### src/rtl/rtc_alarm_pkg.sv
`timescale 1ns/1ps
package rtc_alarm_pkg;
  localparam int PTR_ASEC  = 1;
  localparam int PTR_AMIN  = 3;
  localparam int PTR_AHOUR = 5;
  localparam int PTR_CTRL  = 11;
  localparam int PTR_FLAGS = 12;
  localparam int PTR_AMDAY = 13;
  // bit positions shared by enable and flag registers
  localparam int POS_UPD  = 4;
  localparam int POS_ALM  = 5;
  localparam int POS_PER  = 6;
  localparam int POS_SUM  = 7;
  // internal source order: [2]=periodic [1]=alarm [0]=update
  localparam int NSRC = 3;
endpackage

### src/rtl/rtc_alarm_regs.sv
`timescale 1ns/1ps
module rtc_alarm_regs
  import rtc_alarm_pkg::*;
#(
  parameter int DATA_W = 8,
  parameter int IDX_W  = 7,
  parameter int MDAY_W = 5
) (
  input  logic              clk,
  input  logic              rst_n,
  input  logic              sel_idx,
  input  logic              wr,
  input  logic [DATA_W-1:0] wdata,
  output logic [IDX_W-1:0]  ptr,
  output logic [DATA_W-1:0] alm_sec,
  output logic [DATA_W-1:0] alm_min,
  output logic [DATA_W-1:0] alm_hour,
  output logic [MDAY_W-1:0] alm_mday,
  output logic [NSRC-1:0]   en
);
  logic wr_data;
  assign wr_data = wr && !sel_idx;

  always_ff @(posedge clk) begin
    if (!rst_n) begin
      ptr      <= '0;
      alm_sec  <= '0;
      alm_min  <= '0;
      alm_hour <= '0;
      alm_mday <= '0;
      en       <= '0;
    end else if (wr && sel_idx) begin
      ptr <= wdata[IDX_W-1:0];
    end else if (wr_data) begin
      if (ptr == IDX_W'(PTR_ASEC))  alm_sec  <= wdata;
      if (ptr == IDX_W'(PTR_AMIN))  alm_min  <= wdata;
      if (ptr == IDX_W'(PTR_AHOUR)) alm_hour <= wdata;
      if (ptr == IDX_W'(PTR_AMDAY)) alm_mday <= wdata[MDAY_W-1:0];
      if (ptr == IDX_W'(PTR_CTRL))  en <= {wdata[POS_PER], wdata[POS_ALM], wdata[POS_UPD]};
    end
  end
endmodule

### src/rtl/rtc_alarm_match.sv
`timescale 1ns/1ps
module rtc_alarm_match #(
  parameter int DATA_W = 8,
  parameter int MDAY_W = 5
) (
  input  logic [2:0][DATA_W-1:0] alm_hms,
  input  logic [2:0][DATA_W-1:0] now_hms,
  input  logic [MDAY_W-1:0]      alm_mday,
  input  logic [MDAY_W-1:0]      now_mday,
  output logic                   hit
);
  localparam logic [DATA_W-1:0] WILD = '1;

  function automatic logic field_hit(input logic [DATA_W-1:0] a, input logic [DATA_W-1:0] n);
    return (a == WILD) || (a == n);
  endfunction

  function automatic logic day_hit(input logic [MDAY_W-1:0] a, input logic [MDAY_W-1:0] n);
    return (a == '0) || (a == n);
  endfunction

  logic [2:0] f_hit;
  for (genvar g = 0; g < 3; g++) begin : g_field
    assign f_hit[g] = field_hit(alm_hms[g], now_hms[g]);
  end

  assign hit = (&f_hit) && day_hit(alm_mday, now_mday);
endmodule

### src/rtl/rtc_irq_flags.sv
`timescale 1ns/1ps
module rtc_irq_flags
  import rtc_alarm_pkg::*;
(
  input  logic            clk,
  input  logic            rst_n,
  input  logic [NSRC-1:0] ev,
  input  logic            clr,
  input  logic [NSRC-1:0] en,
  output logic [NSRC-1:0] flags,
  output logic            req
);
  logic [NSRC-1:0] kept;
  assign kept = clr ? '0 : flags;

  always_ff @(posedge clk) begin
    if (!rst_n) flags <= '0;
    else        flags <= kept | ev;
  end

  assign req = |(flags & en);

  p_upd_sets_r3: assert property (@(posedge clk) disable iff (!rst_n) ev[0] |=> flags[0]);
  p_alarm_sets_r4: assert property (@(posedge clk) disable iff (!rst_n) ev[1] |=> flags[1]);
  p_tick_sets_r5: assert property (@(posedge clk) disable iff (!rst_n) ev[2] |=> flags[2]);
  p_no_spurious_r6: assert property (@(posedge clk) disable iff (!rst_n)
    $rose(flags[1]) |-> $past(ev[1]));
  p_clear_r8: assert property (@(posedge clk) disable iff (!rst_n)
    (clr && ev == '0) |=> flags == '0);
  p_keep_r9: assert property (@(posedge clk) disable iff (!rst_n)
    (clr && ev[0]) |=> flags[0]);
  p_level_r7: assert property (@(posedge clk) disable iff (!rst_n)
    (req && !clr) |=> (flags & $past(en)) != '0);
endmodule

### src/rtl/rtc_alarm_irq.sv
`timescale 1ns/1ps
module rtc_alarm_irq
  import rtc_alarm_pkg::*;
#(
  parameter int DATA_W = 8,
  parameter int IDX_W  = 7,
  parameter int MDAY_W = 5
) (
  input  logic              clk,
  input  logic              rst_n,
  input  logic              bus_sel_idx,
  input  logic              bus_wr,
  input  logic              bus_rd,
  input  logic [DATA_W-1:0] bus_wdata,
  output logic [DATA_W-1:0] bus_rdata,
  input  logic [DATA_W-1:0] now_sec,
  input  logic [DATA_W-1:0] now_min,
  input  logic [DATA_W-1:0] now_hour,
  input  logic [MDAY_W-1:0] now_mday,
  input  logic              upd_done,
  input  logic              rate_tick,
  output logic              irq
);
  logic [IDX_W-1:0]  ptr;
  logic [DATA_W-1:0] alm_sec, alm_min, alm_hour;
  logic [MDAY_W-1:0] alm_mday;
  logic [NSRC-1:0]   en, flags, ev;
  logic              alarm_hit, flag_read, req;

  rtc_alarm_regs #(.DATA_W(DATA_W), .IDX_W(IDX_W), .MDAY_W(MDAY_W)) u_regs (
    .clk(clk), .rst_n(rst_n), .sel_idx(bus_sel_idx), .wr(bus_wr), .wdata(bus_wdata),
    .ptr(ptr), .alm_sec(alm_sec), .alm_min(alm_min), .alm_hour(alm_hour),
    .alm_mday(alm_mday), .en(en)
  );

  rtc_alarm_match #(.DATA_W(DATA_W), .MDAY_W(MDAY_W)) u_match (
    .alm_hms({alm_hour, alm_min, alm_sec}),
    .now_hms({now_hour, now_min, now_sec}),
    .alm_mday(alm_mday), .now_mday(now_mday), .hit(alarm_hit)
  );

  assign flag_read = bus_rd && !bus_sel_idx && (ptr == IDX_W'(PTR_FLAGS));
  assign ev = {rate_tick, upd_done && alarm_hit, upd_done};

  rtc_irq_flags u_flags (
    .clk(clk), .rst_n(rst_n), .ev(ev), .clr(flag_read), .en(en),
    .flags(flags), .req(req)
  );

  assign irq = req;

  always_comb begin
    bus_rdata = '0;
    if (ptr == IDX_W'(PTR_ASEC))  bus_rdata = alm_sec;
    if (ptr == IDX_W'(PTR_AMIN))  bus_rdata = alm_min;
    if (ptr == IDX_W'(PTR_AHOUR)) bus_rdata = alm_hour;
    if (ptr == IDX_W'(PTR_AMDAY)) bus_rdata[MDAY_W-1:0] = alm_mday;
    if (ptr == IDX_W'(PTR_CTRL)) begin
      bus_rdata[POS_PER] = en[2];
      bus_rdata[POS_ALM] = en[1];
      bus_rdata[POS_UPD] = en[0];
    end
    if (ptr == IDX_W'(PTR_FLAGS)) begin
      bus_rdata[POS_SUM] = req;
      bus_rdata[POS_PER] = flags[2];
      bus_rdata[POS_ALM] = flags[1];
      bus_rdata[POS_UPD] = flags[0];
    end
  end

  p_alarm_hit_r4: assert property (@(posedge clk) disable iff (!rst_n)
    (upd_done && alarm_hit) |=> flags[1]);
  p_irq_off_after_read_r7: assert property (@(posedge clk) disable iff (!rst_n)
    (flag_read && !upd_done && !rate_tick) |=> !irq);
endmodule

### config.mk
export PLATFORM = sky130hd
export DESIGN_NAME = rtc_alarm_irq
export DESIGN_NICKNAME = d
export VERILOG_FILES = /design/src/rtl/rtc_alarm_pkg.sv /design/src/rtl/rtc_alarm_regs.sv /design/src/rtl/rtc_alarm_match.sv /design/src/rtl/rtc_irq_flags.sv /design/src/rtl/rtc_alarm_irq.sv
export SDC_FILE = /design/constraint.sdc
export NUM_CORES = 1
export LEC_CHECK = 0
export CORE_ASPECT_RATIO = 1.75
export CORE_MARGIN = 4
export CORE_UTILIZATION = 50
export DETAILED_ROUTE_END_ITERATION = 8
export PLACE_DENSITY = 0.79
export SYNTH_ARGS = -nofsm -noshare
export SYNTH_HDL_FRONTEND = slang
export SYNTH_HIERARCHICAL = 1
export SYNTH_SLANG_ARGS = --single-unit
export TNS_END_PERCENT = 100
### constraint.sdc
create_clock -name clk -period 2.2 [get_ports clk]
set_input_delay 0.66 -clock clk [delete_from_list [all_inputs] [get_ports clk]]
set_output_delay 0.66 -clock clk [all_outputs]
set_load 0.005 [all_outputs]
==> results_dict.tcl <==
set metrics [dict create \
    total_power_uw 1640 \
    grt_pass1_vias 2357 \
    hpwl_um 5240 \
    switchingPower_uw 361 \
    port_buffers 52 \
    path_class "reg2out" \
    clkLatencyLatePin_ps 290 \
    wl_per_cell_um 16.9 \
    critPathTopFamily "simple AND/OR/NAND/NOR gates" \
    wl_um 6950 \
    detail_route.first_pass.iterations 4 \
    setup_tns_ps -1050 \
    vias 2329 \
    layout-drive-gt1-share 0.212 \
    dieWidth_um 59.9 \
    ctsHoldBuffers 0 \
    setup_viol 8 \
    leakage_uw 0.00136 \
    die_y_um 98.8 \
    cp_slowest_cell "or4_1" \
    violations "negative setup slack" \
    synth-seq-area-share 0.357 \
    rsz0062_at_grt "true" \
    drtIter0Drc 77 \
    path_clk_slew_ps 70 \
    drv_cap 0 \
    crit_chain "nor3_2 > nand2_1 > or4_1 > a32o_1 > buf_2" \
    startpoint_type "flip-flop" \
    preCtsSetupSlack_ps -288 \
    core_um2 4480 \
    clock_sinks 42 \
    row_count 32 \
    fin_cells 410 \
    ys_ff_latch 42 \
    yosysWarnings 6 \
    cts.path.max_buffers 2 \
    syn_inst 268 \
    period_share 1.09 \
    crit_buf_inv 1 \
    grt_pass1_wl_um 10800 \
    antenna_found_initial 0 \
    worstPathMaxFanout 3 \
    routabilityCongestion 0.875 \
    fin_skew_ps 8.57 \
    worstPathRequired_ps 1540 \
    worst_pin_slew_ps 537 \
    place_inst 398 \
    final_max_slew_viol_count 0 \
    ir_worst_vdd_v 0.000433 \
    io_pins 53 \
    cp-end-kind "primary output" \
    htree_levels 2 \
    cp_data_arrival_time_ps 1740 \
    grt-ovfl-total 0 \
    p_sw_frac 0.221 \
    numCtsBuffers 5 \
    initial_core_util 0.525 \
    grt_start_max_net_pins 51 \
    power_density_nw_per_um2 482 \
    status "complete, but fails checks" \
    cts_root_buf "clkbuf_8" \
    setup_ws_ps -199 \
    relSlewSlack 0.637 \
    synth.distinct_cells 40 \
    drc 0 \
    internal_power_uw 1270 \
    diodes 0 \
    holdWs_ps 488 \
    grt_use_total 0.238 \
    fin_crit_ps 2400 \
    final_hold_viol_count 0 \
    comb_power_share 0.147 \
    antenna_left 0 \
    avgSynthCellArea_um2 8.79 \
    synth_fp_nets 312 \
    synth_area_um2 2360 \
    cts_tree "done" \
    min_path_type "reg2reg" \
    viasPerCell 5.68 \
    die-area_um2 5920 \
    max_stage_delay_ps 410 \
    seqPwrFrac 0.478 \
    fmax_mhz 417 \
    area_growth_syn_to_layout_pct 44.0 \
    power_frac_clock 0.375 \
    nNetsFinal 403 \
]
[metrics by stage]
| step | instance area, um^2 | util |
|---|---|---|
| global route | 3390 | 0.756 |
| global placement | 3200 | 0.713 |
| finish | 3390 | 0.756 |
| detailed placement | 3200 | 0.713 |
| floorplan | 2360 | - |
| CTS | 3390 | 0.755 |
[timing repair]
action,in CTS,in global routing
setup buffers,6,0
setup endpoints to repair,9,8
resized for setup,55,1
pin swaps,11,4
[layout by cell type, fill, tap and decap left out, types with 2 or more instances in the layout]
cell / Yosys / layout
dfxtp_4: 0 / 2
o22ai_2: 0 / 4
clkbuf_8: 0 / 6
nand2_1: 53 / 52
inv_1: 3 / 3
clkdlybuf4s50_1: 0 / 43
nor2_1: 8 / 8
nand4_1: 14 / 14
nor2b_1: 4 / 4
xnor2_1: 28 / 28
buf_4: 0 / 40
a21boi_0: 7 / 7
nor4_1: 2 / 2
or4_1: 2 / 2
o21a_1: 3 / 3
dfxtp_2: 0 / 3
nand2b_1: 2 / 2
buf_2: 2 / 8
mux2i_1: 45 / 45
o21ai_0: 3 / 2
a21oi_1: 2 / 2
o22ai_1: 7 / 3
nand3_1: 9 / 9
buf_12: 0 / 2
buf_6: 2 / 2
dfxtp_1: 42 / 37
[power by group through the flow]
stage / registers, uW / clock network (uW) / logic, uW
after floorplan: 797 / 0 / 93.5
after global placement: 797 / 0 / 223
after detailed placement: 798 / 0 / 226
after CTS: 780 / 617 / 238
after global routing: 782 / 656 / 257
final: 781 / 613 / 241
[cell type report]
| class | instances | area (um^2) |
|---|---|---|
| Inverter | 3 | 11.3 |
| Clock buffer | 6 | 82.6 |
| Tap cell | 51 | 63.8 |
| Clock inverter | 1 | 30.0 |
| Sequential cell | 42 | 852 |
| Timing Repair Buffer | 96 | 842 |
| Multi-Input combinational cell | 211 | 1510 |
| Fill cell | 316 | 1090 |
[registers in the layout, indices dropped and copies added, names as in the netlist]
register,count
u_regs/alm_min,8
u_regs/alm_mday,5
u_regs/en,3
u_regs/alm_sec,8
u_regs/alm_hour,8
u_flags/flags,3
u_regs/ptr,7
[worst register-to-register path, delay by kind of cell, from the launching register on]
family | cells | cell delay, ps
simple gates | 2 | 1030
flops | 1 | 370
buf+inv | 3 | 480
mux | 1 | 130
[path summary, 6_finish.rpt]
path                 start  slack [ps]                 to  cells after the start
max          u_regs/ptr[4]        -200       bus_rdata[6]                      5
min           u_regs/en[1]         490       u_regs/en[1]                      2
min reg2reg   u_regs/en[1]         490       u_regs/en[1]                      2
max reg2reg  u_regs/ptr[5]          90  u_regs/alm_min[4]                      6
[cell usage after synthesis]
cell type	number	share of area
o22ai_1	7	0.019
nor4_1	2	0.0053
buf_2	2	0.0042
dfxtp_1	42	0.36
nor2b_1	4	0.011
nand3b_1	1	0.0032
nor3_1	2	0.0042
nor3b_1	1	0.0032
a21boi_0	7	0.022
and2_1	1	0.0027
and3b_1	1	0.0037
nand2b_2	1	0.0037
a22o_1	1	0.0037
a32o_1	1	0.0042
o2bb2ai_1	1	0.0037
nor2_1	8	0.013
nand2_1	53	0.084
nand4_1	14	0.037
mux2i_1	45	0.19
o21a_1	3	0.0096
nand3_1	9	0.019
buf_6	2	0.0096
nor4b_1	2	0.0074
clkbuf_1	7	0.011
a222oi_1	1	0.0042
o32ai_1	1	0.0037
and2b_1	1	0.0032
or4_1	2	0.0064
xnor2_1	28	0.10
nand2b_1	2	0.0053
and4_1	1	0.0037
and2_0	1	0.0027
o31ai_1	2	0.0064
buf_1	1	0.0016
o21ai_0	3	0.0064
a21oi_1	2	0.0042
or4b_1	1	0.0042
o21ai_1	1	0.0021
nor3_2	1	0.0042
inv_1	3	0.0048
[kinds of logic (layout without fill, tap and decap cells)]
group           Yosys count  count (layout)  synth area share
simple gates            108             108             0.227
mux                      45              45             0.191
flops                    42              42             0.357
compound gates           30              30            0.0892
xor+xnor                 28              28             0.104
buf+inv                  15             106            0.0313
[metal layers]
layer  track usage  up-vias  wire [um]
li1              -     1130          -
met1         0.241     1109       2590
met2         0.432       68       3730
met3        0.0459       22        316
met4         0.128        0        305
met5             0        -          0
(Power assumes the default switching activity.)
